[src/rtl/sram_async_ctrl.sv]
`timescale 1ns/1ps
module sram_async_ctrl #(
  parameter int AW        = 19,
  parameter int DW        = 8,
  parameter int CLK_NS    = 10,
  parameter int T_AA_NS   = 70,
  parameter int T_OE_NS   = 35,
  parameter int T_RC_NS   = 70,
  parameter int T_WP_NS   = 50,
  parameter int T_CW_NS   = 60,
  parameter int T_AW_NS   = 65,
  parameter int T_DW_NS   = 40,
  parameter int T_WC_NS   = 70,
  parameter int T_HZ_NS   = 30,
  parameter bit CS_STROBE = 1'b0
) (
  input  logic          clk,
  input  logic          rst_n,
  input  logic          req_valid,
  output logic          req_ready,
  input  logic          req_we,
  input  logic [AW-1:0] req_addr,
  input  logic [DW-1:0] req_wdata,
  output logic          rsp_valid,
  output logic [DW-1:0] rsp_rdata,
  output logic [AW-1:0] mem_addr,
  output logic          mem_cs_n,
  output logic          mem_we_n,
  output logic          mem_oe_n,
  output logic [DW-1:0] mem_dq_o,
  output logic          mem_dq_oe,
  input  logic [DW-1:0] mem_dq_i
);

  function automatic int cyc(input int ns);
    int c;
    c = (ns + CLK_NS - 1) / CLK_NS;
    return (c < 1) ? 1 : c;
  endfunction

  function automatic int mx(input int a, input int b);
    return (a > b) ? a : b;
  endfunction

  localparam int N_RD  = cyc(mx(mx(T_AA_NS, T_OE_NS), T_RC_NS));
  localparam int N_WS  = mx(cyc(mx(mx(T_WP_NS, T_CW_NS), mx(T_AW_NS, T_DW_NS))),
                            cyc(T_WC_NS) - 2);
  localparam int N_TA  = cyc(T_HZ_NS);
  localparam int N_MAX = mx(mx(N_RD, N_WS), N_TA);
  localparam int CW    = $clog2(N_MAX + 1);

  typedef enum logic [2:0] {S_IDLE, S_RD, S_WPRE, S_WSTB, S_WEND, S_TURN} st_t;

  st_t           state;
  logic [CW-1:0] cnt;
  logic [AW-1:0] addr_q;
  logic [DW-1:0] wdata_q, rdata_q;
  logic          done_q;

  always_ff @(posedge clk) begin
    if (!rst_n) begin
      state   <= S_IDLE;
      cnt     <= '0;
      addr_q  <= '0;
      wdata_q <= '0;
      rdata_q <= '0;
      done_q  <= 1'b0;
    end else begin
      done_q <= 1'b0;
      case (state)
        S_IDLE: if (req_valid) begin
          addr_q  <= req_addr;
          wdata_q <= req_wdata;
          if (req_we) state <= S_WPRE;
          else begin
            state <= S_RD;
            cnt   <= CW'(N_RD - 1);
          end
        end
        S_RD: if (cnt == '0) begin
          rdata_q <= mem_dq_i;
          done_q  <= 1'b1;
          state   <= S_TURN;
          cnt     <= CW'(N_TA - 1);
        end else cnt <= cnt - 1'b1;
        S_WPRE: begin
          state <= S_WSTB;
          cnt   <= CW'(N_WS - 1);
        end
        S_WSTB: if (cnt == '0) state <= S_WEND;
                else cnt <= cnt - 1'b1;
        S_WEND: begin
          done_q <= 1'b1;
          state  <= S_TURN;
          cnt    <= CW'(N_TA - 1);
        end
        S_TURN: if (cnt == '0) state <= S_IDLE;
                else cnt <= cnt - 1'b1;
        default: state <= S_IDLE;
      endcase
    end
  end

  logic in_rd, in_wr, in_stb;
  assign in_rd  = (state == S_RD);
  assign in_stb = (state == S_WSTB);
  assign in_wr  = (state == S_WPRE) || in_stb || (state == S_WEND);

  assign req_ready = (state == S_IDLE);
  assign rsp_valid = done_q;
  assign rsp_rdata = rdata_q;
  assign mem_addr  = addr_q;
  assign mem_dq_o  = wdata_q;
  assign mem_dq_oe = in_wr;
  assign mem_oe_n  = !in_rd;
  assign mem_cs_n  = !(in_rd || (CS_STROBE ? in_stb : in_wr));
  assign mem_we_n  = !(CS_STROBE ? in_wr : in_stb);

endmodule

[config.mk]
export PLATFORM = sky130hd
export DESIGN_NAME = sram_async_ctrl
export DESIGN_NICKNAME = d
export VERILOG_FILES = /design/src/rtl/sram_async_ctrl.sv
export SDC_FILE = /design/constraint.sdc
export NUM_CORES = 1
export LEC_CHECK = 0
export BUFFER_PORTS_ARGS = -buffer_cell sky130_fd_sc_hd__clkbuf_2
export CORE_MARGIN = 2
export CORE_UTILIZATION = 35
export CTS_CLUSTER_DIAMETER = 50
export DETAILED_ROUTE_END_ITERATION = 10
export PLACE_DENSITY = 0.65
export SLEW_MARGIN = 20
export SYNTH_ARGS = -nofsm -noshare
export SYNTH_HDL_FRONTEND = slang
export SYNTH_SLANG_ARGS = --single-unit
[constraint.sdc]
create_clock -name clk -period 2.5 [get_ports clk]
set_input_delay 0.625 -clock clk [delete_from_list [all_inputs] [get_ports clk]]
set_output_delay 0.625 -clock clk [all_outputs]
set_load 0.05 [all_outputs]
* Word level (Yosys, flattened, before mapping) *
Index checks and enable logic that the tools add are counted.

word-level totals
  bits in registers = 42
  output and inout port bits = 41
  word-level logic and storage cells = 45

cells by class
  $add $sub $neg = 1
  equality and inequality tests = 11
  mux-type cells = 13
  reduce and logical (&&, ||, !) cells = 14

operator list
  kind                                                   number
  2-to-1 mux 3 bit                                       8
  one-hot mux 3 bit (6 select lines)                     1
  one-hot mux 3 bit (5 select lines)                     1
  inequality test 2 bit, second input constant           4
  AND reduction 4 bit                                    2
  equality test 3 x 2 -> 1 bit, second input constant    2
  equality test 3 bit, second input constant             2
  zero test 3 bit                                        2
  nonzero test 5 bit                                     1
  inequality test 2 x 1 -> 1 bit, second input constant  2
  AND reduction 2 bit                                    2
  equality test 3 x 1 -> 1 bit, second input constant    1
  zero test 1 bit                                        3
  logical OR 1 bit                                       3
  subtractor 3 x 1 -> 3 bit, second input constant       1
  2-to-1 mux 2 bit                                       1
  one-hot mux 1 bit (2 select lines)                     1
  OR reduction 2 bit                                     1
  2-to-1 mux 1 bit                                       1

* Depth between registers and ports, before layout *
Gate-level depths: netlist (run 1).

  depth after elaboration = 5
  mapped depth = 6
  mapped depth without buffers = 6

* Least setup slack after synthesis (run 1) *
OpenSTA, ideal clock, no wires.

  path type = flip-flop to output port
  start = register state[1]
  end = output port mem_cs_n
  arrival = 2.340 ns
  data required time = 1.875 ns
  setup slack = -0.465 ns
  cell stages (with the launch flop) = 5
  buffers on the path = 1
  path through = dfxtp_1 buf_4 nand2b_1 o21ai_0 nor2_1

between the ends
  longest elaborated chain between the ends = 5

RTL lines
  item                                                    line      text
  start, declared                                         54        st_t state;
  start signal, assigned                                  62        state <= S_IDLE;
  start signal, assigned                                  74        if (req_we) state <= S_WPRE;
  start signal, assigned                                  76        state <= S_RD;
  equality test 3 x 2 -> 1 bit, on equally long branches  107, 106
  logical OR 1 bit                                        107       assign in_wr = (state == S_WPRE) || in_stb || (state == S_WEND);
  logical OR 1 bit *                                      107
  named net mem_dq_oe                                     31        output logic mem_dq_oe,
  logical OR 1 bit *                                      116       assign mem_cs_n = !(in_rd || (CS_STROBE ? in_stb : in_wr));
  zero test 1 bit *                                       116
  end, declared                                           27        output logic mem_cs_n,

Mark *: on every way through the listed nets, which the timed path passes. The rest lies on a longest branch.

* Worst setup path in the final report (run 1) *
  start = register state[1]
  end = output port mem_cs_n

between the ends
  longest elaborated chain between the ends = 5

RTL lines
  item                                                    line
  equality test 3 x 2 -> 1 bit, on equally long branches  107, 106
  logical OR 1 bit (2 in series)                          107
  logical OR 1 bit *                                      116
  zero test 1 bit *                                       116

Every way passes the cells marked *; elsewhere a longest branch is shown, timed or not.

==> results of run 1 <==
## worst paths after layout
check / end / depth (start not counted) / slack (ns) / start
worst max-delay path: mem_cs_n / 4 / 0.32 / state[1]$_SDFFE_PN0P_
worst min-delay path: mem_addr[18]$_SDFFE_PN0P_ / 2 / 0.45 / mem_addr[18]$_SDFFE_PN0P_
worst max register to register: mem_dq_o[0]$_SDFFE_PN0P_ / 5 / 0.83 / state[2]$_SDFFE_PN0P_
worst min register to register: mem_addr[18]$_SDFFE_PN0P_ / 2 / 0.45 / mem_addr[18]$_SDFFE_PN0P_
## metal layers
| metal | track usage | vias to the layer above | share of wire |
|---|---|---|---|
| met5 | 0 | - | 0 |
| met4 | 0.0409 | 0 | 0.0050 |
| met2 | 0.224 | 59 | 0.42 |
| li1 | - | 799 | - |
| met3 | 0.0576 | 2 | 0.094 |
| met1 | 0.161 | 670 | 0.48 |
## layout make-up
class                   count  area share
clock buffers               6      0.0353
repair buffers             81       0.181
multi-input cells         136       0.353
inverters                   7      0.0112
well taps                  67      0.0358
flip-flops and latches     42       0.359
clock inverters             2      0.0256
## worst max-delay path, cell delays in order (launching register included)
cell                       delay, ns
sky130_fd_sc_hd__dfxtp_1        0.61
sky130_fd_sc_hd__nand2b_1       0.20
sky130_fd_sc_hd__o21ai_1        0.08
sky130_fd_sc_hd__nor2_1         0.10
sky130_fd_sc_hd__clkbuf_2       0.28
## power by group through the flow
stage / logic (mW) / clock network (mW) / registers [mW]
4_1_cts: 0.846 / 0.672 / 0.840
3_5_place_dp: 0.844 / 0 / 0.855
2_1_floorplan: 0.456 / 0 / 1.07
5_1_grt: 0.904 / 0.698 / 0.858
3_3_place_gp: 0.846 / 0 / 0.851
6_report: 0.832 / 0.646 / 0.840
## kinds of logic after synthesis
kind of cell    count (synthesis)  synth area share
fa+ha+maj                       2            0.0141
compound gates                 39             0.160
buf+inv                        19            0.0626
mux                            10            0.0563
flops                          42             0.473
simple gates                   85             0.234
## state kept, by name, indices dropped and copies added, names as in the netlist
| register | flops |
|---|---|
| mem_dq_o | 8 |
| mem_addr | 19 |
| cnt | 3 |
| rsp_valid | 1 |
| rsp_rdata | 8 |
| state | 3 |
## synthesized netlist by cell type (all sizes together)
master / number / area [sq um]
nand2b: 3 / 18.8
nor3b: 2 / 26.3
inv: 7 / 26.3
ha: 2 / 25.0
mux2i: 10 / 100
and2: 3 / 18.8
a32oi: 1 / 8.76
o211a: 1 / 10.0
o221a: 1 / 11.3
nor2b: 9 / 56.3
nor2: 4 / 15.0
clkbuf: 4 / 15.0
and3: 2 / 18.8
nand3: 2 / 10.0
nor3: 1 / 16.3
and3b: 1 / 12.5
a31oi: 2 / 12.5
o21ai: 6 / 33.8
a21boi: 27 / 203
a21oi: 1 / 5.00
nand3b: 1 / 7.51
buf: 8 / 70.1
nand2: 57 / 216
dfxtp: 42 / 841
==> summary by stage, run 1 <==
Synthesis
The sequential share of the synthesized area is 0.473. During synthesis, Yosys emitted a total of 0 warnings. The mean cell area of the mapped netlist is 9.03 sq um. In this run the cell area of the synthesized design comes to 1780 sq um. Synthesis handed over a netlist of 197 instances. The synthesized netlist contains 31 unique library cells. The register bit total from synthesis is 42.

The total nets after synthesis is 238.

GRT
The number of antenna violations at the first check in global routing was 0. The wire length of the first global-routing pass is 5870 um. The via count of the first global-routing pass is 1354. The total overflow left after global routing is 0.

Entering global routing, the biggest net connects 43 pins. In the global route stage, overall resource usage came out at 0.136.

Power and ir drop
The net switching fraction of the power is 0.376. The static leakage is 1.11 nW. The register share of total power is 0.362.

IR analysis of the VDD net gives a maximum drop of 0.443 mV. For this design the ratio of total power to cell area is 990 nW/um^2. Summed over all nets, the switching power comes to 0.873 mW. Of the total power, the clock network draws 0.279. The internal power contribution is 1.45 mW. After layout, the design draws a total of 2.32 mW. The combinational power share is 0.359.

Worst setup path
The worst setup path is captured at an output pin. For the worst setup path, the data arrival time is 1.55 ns. Data on the critical path is required at its endpoint by 1.88 ns. The largest fanout on the critical path is 11. The kind of launch point of the worst setup path is a flop. The critical setup path kind is flop to output pin.

Clock network
The post-CTS setup buffer count is 0. No sink is reached through more buffers than the 2 on the longest clock path. The number of resized instances in the post-cts repair step is 0.

The clock insertion delay at the later pin of the skew report is 0.28 ns. The root buffer selected by CTS is sky130_fd_sc_hd__clkbuf_8. For this design, the CTS-stage hold fixing added 0 buffers. TritonCTS built the clock tree.

The H-tree was split into 2 levels. TritonCTS created 5 clock buffers. The number of sinks driven by the clock tree is 42. The clock-pin slew on the worst setup and hold paths is 0.08 ns.

Placement
Once placement finished, the instance area stood at 2200 sq um. Timing analysis after detailed placement gives a worst setup slack of 0.615 ns. In this run, placement finished with an instance count of 333. The routability-driven placement congestion ratio is 0.744.

The wire-length estimate of the detail-placed layout is 2620 um. The number of port buffers is 79.

Layout
In the layout the commonest cells are sky130_fd_sc_hd__clkbuf_2 (79), sky130_fd_sc_hd__nand2_1 (56), sky130_fd_sc_hd__dfxtp_1 (42). The post-synthesis to final-layout area growth is 31.7%. Once layout is complete, the utilization of the core stands at 0.486. The area taken by multi-input logic gates is 826 sq um. The final-stage net count is 314. The finished cells cover 2340 sq um.

The share of final-layout standard cells stronger than drive strength 1 is 0.350. The total inserted antenna cells is 0. In the final layout, flip-flops and latches occupy 841 sq um.

The layout has 492 filler cells. The most common cell after layout, fill and taps aside is sky130_fd_sc_hd__clkbuf_2. The count of cells in the finished layout, fillers not included, comes to 341.

Routing
After detailed routing, the number of vias per cell comes to 4.49. After detailed routing, the total wire length is 3630 um. The DRC violation count after routing is 0. The count of TritonRoute iterations in the first routing pass is 4. The number of vias in the routed layout is 1530.

After detailed routing, the average wire length per cell comes to 10.6 um. The number of design-rule violations left by the first detailed-router iteration is 36. Once detail routing completed, the nets flagged for antenna violations numbered 0.

STA
Derived from the worst setup path, the maximum achievable clock frequency is 460 MHz. The transition time at the pin with the least slew margin is 0.655 ns. The time the final worst path needs with I/O delays and setup is 2.18 ns. In the finished design, the share of the clock period the worst path needs comes to 0.870.

The tightest hold path in the finished design has a slack of 0.453 ns. The final setup TNS is 0 ns. Setup violations remaining at the end of the flow were counted as 0. The final number of max-transition violations came to 0. Setup repair after global routing left no endpoint under its margin. The worst path meets setup with 0.324 ns of slack.

The worst setup skew after layout is 0.00562 ns. The hold violation total from the final report was 0. The worst max-slew margin expressed relative to the limit is 0.564.

Floorplan
The initial cell density of the core is 0.369. The area of the die is 5670 sq um. The die is 75.3 um wide. The floorplan die height is 75.3 um. After floorplanning, the core was divided into 25 placement rows. The core footprint is 4820 sq um. The number of placed I/O pins is 80.

Status
The flow ran to the end, and the final reports show no timing, DRC or antenna violations.

Job
The max-capacitance violation count is 0.

Worst hold path
The class of the tightest hold or removal check is flop to flop.
(Power assumes the default switching activity.)
==> run 2, diff against run 1 <==
--- a/config.mk
+++ b/config.mk
@@ -5,12 +5,14 @@
 export SDC_FILE = /design/constraint.sdc
 export NUM_CORES = 1
 export LEC_CHECK = 0
+export ABC_CLOCK_PERIOD_IN_PS = 2500
 export BUFFER_PORTS_ARGS = -buffer_cell sky130_fd_sc_hd__clkbuf_2
 export CORE_MARGIN = 2
 export CORE_UTILIZATION = 35
 export CTS_CLUSTER_DIAMETER = 50
 export DETAILED_ROUTE_END_ITERATION = 10
 export PLACE_DENSITY = 0.65
+export RECOVER_POWER = 50
 export SLEW_MARGIN = 20
 export SYNTH_ARGS = -nofsm -noshare
 export SYNTH_HDL_FRONTEND = slang
==> run 2 against run 1 <==
  * Register-to-register slack worse by 0.05 ns
  * First-iteration DRC count increased by 5.6%
  * Clock-buffer cell count unchanged
  * Non-clock buffer count unchanged
  * Largest cell class unchanged
  * Sequential power is 0.6% lower
  * Critical path type unchanged
==> summary by stage, run 2 (synthesized netlist as in run 1, its figures left out) <==
STA
The final number of max-transition violations is 0 (unchanged). The worst max-slew margin expressed relative to the limit is 0.0523 (-0.511). The maximum operating frequency is 457 MHz (-0.57%). The post-route fraction of the period consumed by the critical path was 0.875 (+0.00500). The worst setup skew after layout is 0.00612 ns (+0.000500 ns). The final hold slack is 0.453 ns (+0.000338 ns). The final setup TNS came to 0 ns (unchanged). The time the final worst path needs with I/O delays and setup is 2.19 ns (+0.0125 ns).

Setup repair after global routing left no endpoint under its margin. The hold violation total from the final report is 0 (unchanged). The total setup violations reported at the end of the flow was 0 (unchanged). The worst setup slack after layout is 0.312 ns (-0.0125 ns). The transition time at the pin with the least slew margin is 1.42 ns (+0.767 ns).

Worst setup path
The arrival time at the worst endpoint is 1.56 ns (about the same). The type of element capturing the critical path is an output pin. By startpoint and endpoint, the worst setup path is classified as flop to output pin. The largest fanout on the critical path is 11 (unchanged). The required time reported for the critical path endpoint is 1.88 ns (about the same). The worst setup path is launched from a flop.

Floorplan
The initial cell density of the core is 0.369 (unchanged). The core footprint is 4820 sq um (unchanged). The width of the die is 75.3 um (unchanged). The floorplan row count is 25 (unchanged). The area of the die is 5670 sq um (unchanged). The number of placed I/O pins is 80 (unchanged).

The floorplan die height is 75.3 um (unchanged).

Clock network
The post-CTS setup buffer count was 0 (unchanged). The H-tree depth reported by CTS is 2 (unchanged). The clock-pin slew on the worst setup and hold paths is 0.07 ns (about the same). The number of buffers on the longest clock path was 2 (unchanged). The post-cts hold buffer count is 0 (unchanged).

The cell sitting at the root of the clock tree is a sky130_fd_sc_hd__clkbuf_8. The CTS tree is yes. The number of sinks driven by the clock tree is 42 (unchanged). The number of buffers added by the clock tree synthesis step is 5 (unchanged). The clock insertion delay at the later pin of the skew report is 0.28 ns (about the same). The number of resized instances in the post-cts repair step is 0 (unchanged).

Routing
The number of vias in the routed layout came to 1539 (+0.59%). The routed length on met3 is 361 um (+6.5%). The detailed-route vias per instance was 4.51 (+0.59%). The per-cell routed wire length is 10.8 um (+1.2%). The routed length on met1 is 1720 um (-0.69%). The count of TritonRoute iterations in the first routing pass is 4 (unchanged). The wire length on met2 is 1570 um (+2.2%). After detailed routing, no signal wire sits above met4. The wire length after detailed routing is 3670 um (+1.2%). The number of design-rule violations left by the first detailed-router iteration came to 38 (+5.6%). The final antenna-violating net count is 0 (unchanged). The DRC violation count after routing was 0 (unchanged).

Status
The run finished with clean final reports.

Worst hold path
The tightest min-delay check is of the flop to flop type.

Power and ir drop
The static leakage is 1.01 nW (-8.9%). The power density over the cells was 1000 nW/um^2 (+1.2%). The overall power after layout is 2.29 mW (-1.3%). The maximum vdd drop was 0.437 mV (-1.5%).

Placement
The HPWL after detailed placement is 2620 um (unchanged). The post-placement cell area came to 2200 sq um (unchanged). The number of port buffers is 79 (unchanged). The routability-driven placement congestion ratio was 0.744 (unchanged). The post-place setup slack is 0.615 ns (unchanged).

GRT
The total overflow reported by the global router is 0 (unchanged). The number of antenna violations at the first check in global routing is 0 (unchanged). The global-route usage over all layers is 0.136 (unchanged). The via count of the first global-routing pass is 1354 (unchanged).

The pin count of the biggest net entering global routing came to 43 (unchanged). The wire length of the first global-routing pass is 5870 um (unchanged).

Layout
The share of final-layout standard cells stronger than drive strength 1 was 0.234 (-0.117). The flip-flop count of the largest register after layout is 19 (unchanged). The total inserted antenna cells is 0 (unchanged). The library cells used most frequently in the layout, excluding fill and tap cells, are sky130_fd_sc_hd__nand2_1 (57), sky130_fd_sc_hd__clkbuf_2 (51), sky130_fd_sc_hd__dfxtp_1 (42). The area of all placed cells without fillers was 2280 sq um (-2.5%).

The final-stage net count is 314 (unchanged). Leaving out fill and tap cells, the most frequent cell in the layout is sky130_fd_sc_hd__nand2_1. The post-synthesis to final-layout area growth is 28.5%.

Job
The max-capacitance violation count is 0 (unchanged).
run 2: power by group:
part	leakage (nW)	total, mW	switching, mW	internal (mW)
registers	0.344	0.835	0.0735	0.762
clock network	0.0714	0.647	0.221	0.426
logic	0.597	0.807	0.572	0.235
run 2: per-layer routing:
layer,vias up,track usage
met4,0,0.0409
met2,65,0.224
met5,-,0
met3,2,0.0576
li1,798,-
met1,674,0.161
run 2: through the flow:
step | cells | util
3_5_place_dp | 333 | 0.457
3_3_place_gp | 333 | 0.457
6_report | 341 | 0.474
4_1_cts | 341 | 0.486
2_1_floorplan | 197 | -
5_1_grt | 341 | 0.474
run 2: final cells by class:
| type | instances | area (sq um) |
|---|---|---|
| fill | 515 | 2530 |
| sequential | 42 | 841 |
| multi-input combinational | 136 | 803 |
| timing repair buffer | 81 | 388 |
| tap | 67 | 83.8 |
| clock buffer | 6 | 82.6 |
| clock inverter | 2 | 60.1 |
| inverter | 7 | 26.3 |
run 2: path summary, 6_finish.rpt:
| kind | start | endpoint | slack [ns] | cells after the start |
|---|---|---|---|---|
| hold reg to reg | mem_addr[3]$_SDFFE_PN0P_ | mem_addr[3]$_SDFFE_PN0P_ | 0.45 | 2 |
| hold / removal | mem_addr[3]$_SDFFE_PN0P_ | mem_addr[3]$_SDFFE_PN0P_ | 0.45 | 2 |
| setup reg to reg | state[0]$_SDFFE_PN0P_ | rsp_rdata[5]$_SDFFE_PN0P_ | 0.78 | 4 |
| setup / recovery | state[0]$_SDFFE_PN0P_ | mem_cs_n | 0.31 | 3 |
run 2: critical path, cell delays in order (launching register included):
cell	delay (ns)
sky130_fd_sc_hd__dfxtp_1	0.58
sky130_fd_sc_hd__nor3b_1	0.37
sky130_fd_sc_hd__nor2_1	0.09
sky130_fd_sc_hd__clkbuf_2	0.24
==> run 3, diff against run 2 <==
--- a/config.mk
+++ b/config.mk
@@ -5,13 +5,14 @@
 export SDC_FILE = /design/constraint.sdc
 export NUM_CORES = 1
 export LEC_CHECK = 0
+export ABC_AREA = 1
 export ABC_CLOCK_PERIOD_IN_PS = 2500
 export BUFFER_PORTS_ARGS = -buffer_cell sky130_fd_sc_hd__clkbuf_2
 export CORE_MARGIN = 2
 export CORE_UTILIZATION = 35
 export CTS_CLUSTER_DIAMETER = 50
 export DETAILED_ROUTE_END_ITERATION = 10
-export PLACE_DENSITY = 0.65
+export PLACE_DENSITY = 0.64
 export RECOVER_POWER = 50
 export SLEW_MARGIN = 20
 export SYNTH_ARGS = -nofsm -noshare
==> run 3 against run 2 <==
  * Register-to-register slack worse by 0.39 ns
  * Clock power fell by 30%
  * Sequential share of layout area decreased by 1.8 points
  * Cell area is 5.1% higher
  * Synthesized area rose by 12%
  * Highest routed layer unchanged
==> summary by stage, run 3 <==
Status
The run finished with clean final reports.

GRT
The via count of the first global-routing pass was 1653 (+22%). The wire length of the first global-routing pass is 7650 um (+30%). The total overflow reported by the global router was 0 (unchanged). The number of antenna violations at the first check in global routing came to 0 (unchanged). The pin count of the biggest net entering global routing is 28 (-35%). The global-route usage over all layers was 0.153 (+0.0179).

Placement
The HPWL after detailed placement is 3320 um (+27%). The routability-driven placement congestion ratio is 0.838 (+13%). The number of cells after detailed placement is 374 (+12%). The post-placement cell area is 2360 sq um (+7.3%). The number of port buffers is 79 (unchanged).

Routing
The DRC violation count after routing is 0 (unchanged). The final antenna-violating net count is 0 (unchanged). The number of vias in the routed layout was 1781 (+16%). The number of design-rule violations left by the first detailed-router iteration is 66 (+74%).

The per-cell routed wire length came to 12.0 um (+12%). The wire length after detailed routing came to 4590 um (+25%). The count of TritonRoute iterations in the first routing pass was 4 (unchanged). The detailed-route vias per instance was 4.66 (+3.3%).

Synthesis
By area the synthesized netlist is led by sky130_fd_sc_hd__dfxtp_1 (42%), sky130_fd_sc_hd__nand3_2 (10%), sky130_fd_sc_hd__a21oi_2 (8.4%). The number of warnings reported in the yosys synthesis log was 0 (unchanged). The area share of the leading cell type in the synthesized netlist is 0.423 (-0.0497). The area of the mapped netlist is 1990 sq um (+12%). In the synthesized netlist, the cells that appear most often are sky130_fd_sc_hd__nand2_1 (44), sky130_fd_sc_hd__dfxtp_1 (42), sky130_fd_sc_hd__nor2_1 (28). The number of synthesized flops with an enable pin is 0 (unchanged).

The main flop type after synthesis is sky130_fd_sc_hd__dfxtp_1. The fraction of registers with async set or reset after synthesis is 0 (unchanged). The mean cell area of the mapped netlist is 8.53 sq um (-5.5%). The register bit total from synthesis was 42 (unchanged). The sequential share of the synthesized area is 0.423 (-0.0497). The number of different library cells in the post-synthesis netlist came to 27 (-13%). The most common cell in the synthesized netlist is sky130_fd_sc_hd__nand2_1. The top cell type by total area after synthesis is sky130_fd_sc_hd__dfxtp_1. The total nets after synthesis is 274 (+15%). The count of mapped cells out of synthesis was 233 (+18%).

Clock network
The clock-pin slew on the worst setup and hold paths is 0.09 ns (+0.02 ns). The post-CTS setup buffer count was 0 (unchanged). The cell sitting at the root of the clock tree is a sky130_fd_sc_hd__clkbuf_8. The number of buffers added by the clock tree synthesis step was 5 (unchanged). The number of resized instances in the post-cts repair step is 0 (unchanged). TritonCTS built the clock tree. The post-cts hold buffer count was 0 (unchanged). The number of sinks driven by the clock tree is 42 (unchanged). The H-tree depth reported by CTS came to 2 (unchanged). The number of buffers on the longest clock path came to 2 (unchanged).

The clock insertion delay at the later pin of the skew report is 0.29 ns (about the same).

Layout
The library cells used most frequently in the layout, excluding fill and tap cells, are sky130_fd_sc_hd__clkbuf_2 (52), sky130_fd_sc_hd__nand2_1 (44), sky130_fd_sc_hd__dfxtp_1 (42). The total inserted antenna cells is 0 (unchanged). The flip-flop count of the largest register after layout is 19 (unchanged). The count of placed standard cells in the final layout, fillers left out came to 382 (+12%).

The combined flip-flop and latch cell area is 841 sq um (unchanged). The library cell used most frequently in the layout, excluding fill and tap cells, is sky130_fd_sc_hd__clkbuf_2. The area of all placed cells without fillers was 2400 sq um (+5.1%). Relative to the synthesized area, the layout overhead comes to 20.8%. The area taken by multi-input logic gates was 936 sq um (+17%). The final core utilization is 0.436 (-0.0382). The final-stage net count is 350 (+11%). The share of final-layout standard cells stronger than drive strength 1 came to 0.355 (+0.121). The number of fillers in the final layout was 586 (+14%).

STA
The total setup violations reported at the end of the flow is 0 (unchanged). The final setup TNS came to 0 ns (unchanged). The final number of max-transition violations is 0 (unchanged).

The worst max-slew margin expressed relative to the limit is 0.533 (+0.480). Setup repair after global routing left no endpoint under its margin. The post-route fraction of the period consumed by the critical path is 0.873 (-0.00176).

The worst setup skew after layout is 0.00660 ns (+0.000483 ns). The maximum operating frequency is 458 MHz (+0.20%). The final hold slack was 0.465 ns (+0.0117 ns). The hold violation total from the final report is 0 (unchanged). The transition time at the pin with the least slew margin came to 0.701 ns (-0.720 ns). The time the final worst path needs with I/O delays and setup is 2.18 ns (-0.00440 ns).

Worst hold path
The class of the tightest hold or removal check is flop to flop. The startpoint identified for the worst hold timing path is mem_dq_o[6]$_SDFFE_PN0P_.

Power and ir drop
The power density over the cells is 1090 nW/um^2 (+8.6%). The combinational power share is 0.485 (+0.133). The register share of total power is 0.340 (-0.025). The maximum vdd drop is 0.310 mV (-29%).

The net switching fraction of the power is 0.502 (+0.124). The internal power contribution is 1.30 mW (-8.6%). The portion of total power attributed to the clock network came to 0.174 (-0.108). The switching power came to 1.31 mW (+51%). The static leakage is 1.03 nW (+1.4%).

Worst setup path
The buffers plus inverters on the worst setup path was 1 (unchanged). The kind of cell adding the most delay to the critical path is flip-flops. The largest individual stage delay along the critical path comes from the cell sky130_fd_sc_hd__dfxtp_1. Tracing the worst setup path back leads to its startpoint at state[0]$_SDFFE_PN0P_. The required time reported for the critical path endpoint came to 1.88 ns (about the same). The largest fanout on the critical path is 10 (-1).

The kind of launch point of the worst setup path is a flop. The critical register-to-register path startpoint is cnt[0]$_SDFFE_PN0P_. The critical path goes through nor2_1, nand2_1, o21ai_1, nor2_1, clkbuf_2. The critical path's largest stage delay was 0.56 ns (-0.02 ns). The cell repeated most along the worst path is sky130_fd_sc_hd__nor2_1. The setup path with the least slack is of type flop to output pin. STA classifies the critical path endpoint as an output pin. The arrival time at the worst endpoint is 1.56 ns (about the same).

Floorplan
The area of the die is 6300 sq um (+11%). The floorplan row count is 27 (+8.0%). The floorplan die height came to 79.3 um (+5.4%). The width of the die is 79.3 um (+5.4%).

The initial cell density of the core is 0.361 (-0.00826). The number of placed I/O pins is 80 (unchanged). The core footprint came to 5510 sq um (+14%).

Job
The max-capacitance violation count is 0 (unchanged).
## run 3: worst paths after layout
path                                                 end  slack, ns  cells after the start
worst max register to register       cnt[1]$_SDFFE_PN0P_       0.39                      8
worst min-delay path            mem_dq_o[6]$_SDFFE_PN0P_       0.46                      2
worst max-delay path                            mem_cs_n       0.32                      5
worst min register to register  mem_dq_o[6]$_SDFFE_PN0P_       0.46                      2
## run 3: kinds of logic (layout without fill, tap and decap cells)
| kind of cell | after synthesis | in the layout | synth area share |
|---|---|---|---|
| flops | 42 | 42 | 0.423 |
| compound gates | 42 | 42 | 0.142 |
| buf+inv | 28 | 105 | 0.0995 |
| simple gates | 118 | 118 | 0.319 |
| xor+xnor | 1 | 1 | 0.00441 |
| fa+ha+maj | 2 | 2 | 0.0126 |
## run 3: power by group through the flow
stage | combinational (mW) | sequential (mW) | clock (mW)
after global placement | 1.31 | 0.899 | 0
after CTS | 1.32 | 0.889 | 0.480
final | 1.27 | 0.889 | 0.455
after global routing | 1.38 | 0.906 | 0.506
after detailed placement | 1.31 | 0.902 | 0
after floorplan | 0.816 | 1.22 | 0
## run 3: tightest hold or removal path, delay by kind of cell (launching register included)
family,cells,cell delay (ns)
flops,1,0.32
compound gates,1,0.05
simple gates,1,0.06
## run 3: metrics by stage
step | setup WS, ns | power (mW)
after floorplan | 0.140 | 2.04
final | 0.316 | 2.61
after CTS | 0.303 | 2.69
after global routing | 0.138 | 2.79
after global placement | 0.650 | 2.21
after detailed placement | 0.636 | 2.22
## run 3: per-layer routing
| layer | share of wire | GRT usage | wire, um | vias up |
|---|---|---|---|---|
| li1 | - | - | - | 912 |
| met1 | 0.46 | 0.196 | 2120 | 821 |
| met2 | 0.48 | 0.257 | 2220 | 44 |
| met3 | 0.044 | 0.0318 | 201 | 4 |
| met4 | 0.013 | 0.0517 | 59 | 0 |
| met5 | 0 | 0 | 0 | - |
## run 3: layout make-up
class	count	area share
clock buffers	5	0.0287
well taps	72	0.0375
multi-input cells	163	0.390
flip-flops and latches	42	0.350
inverters	14	0.0224
clock inverters	3	0.00990
repair buffers	83	0.162
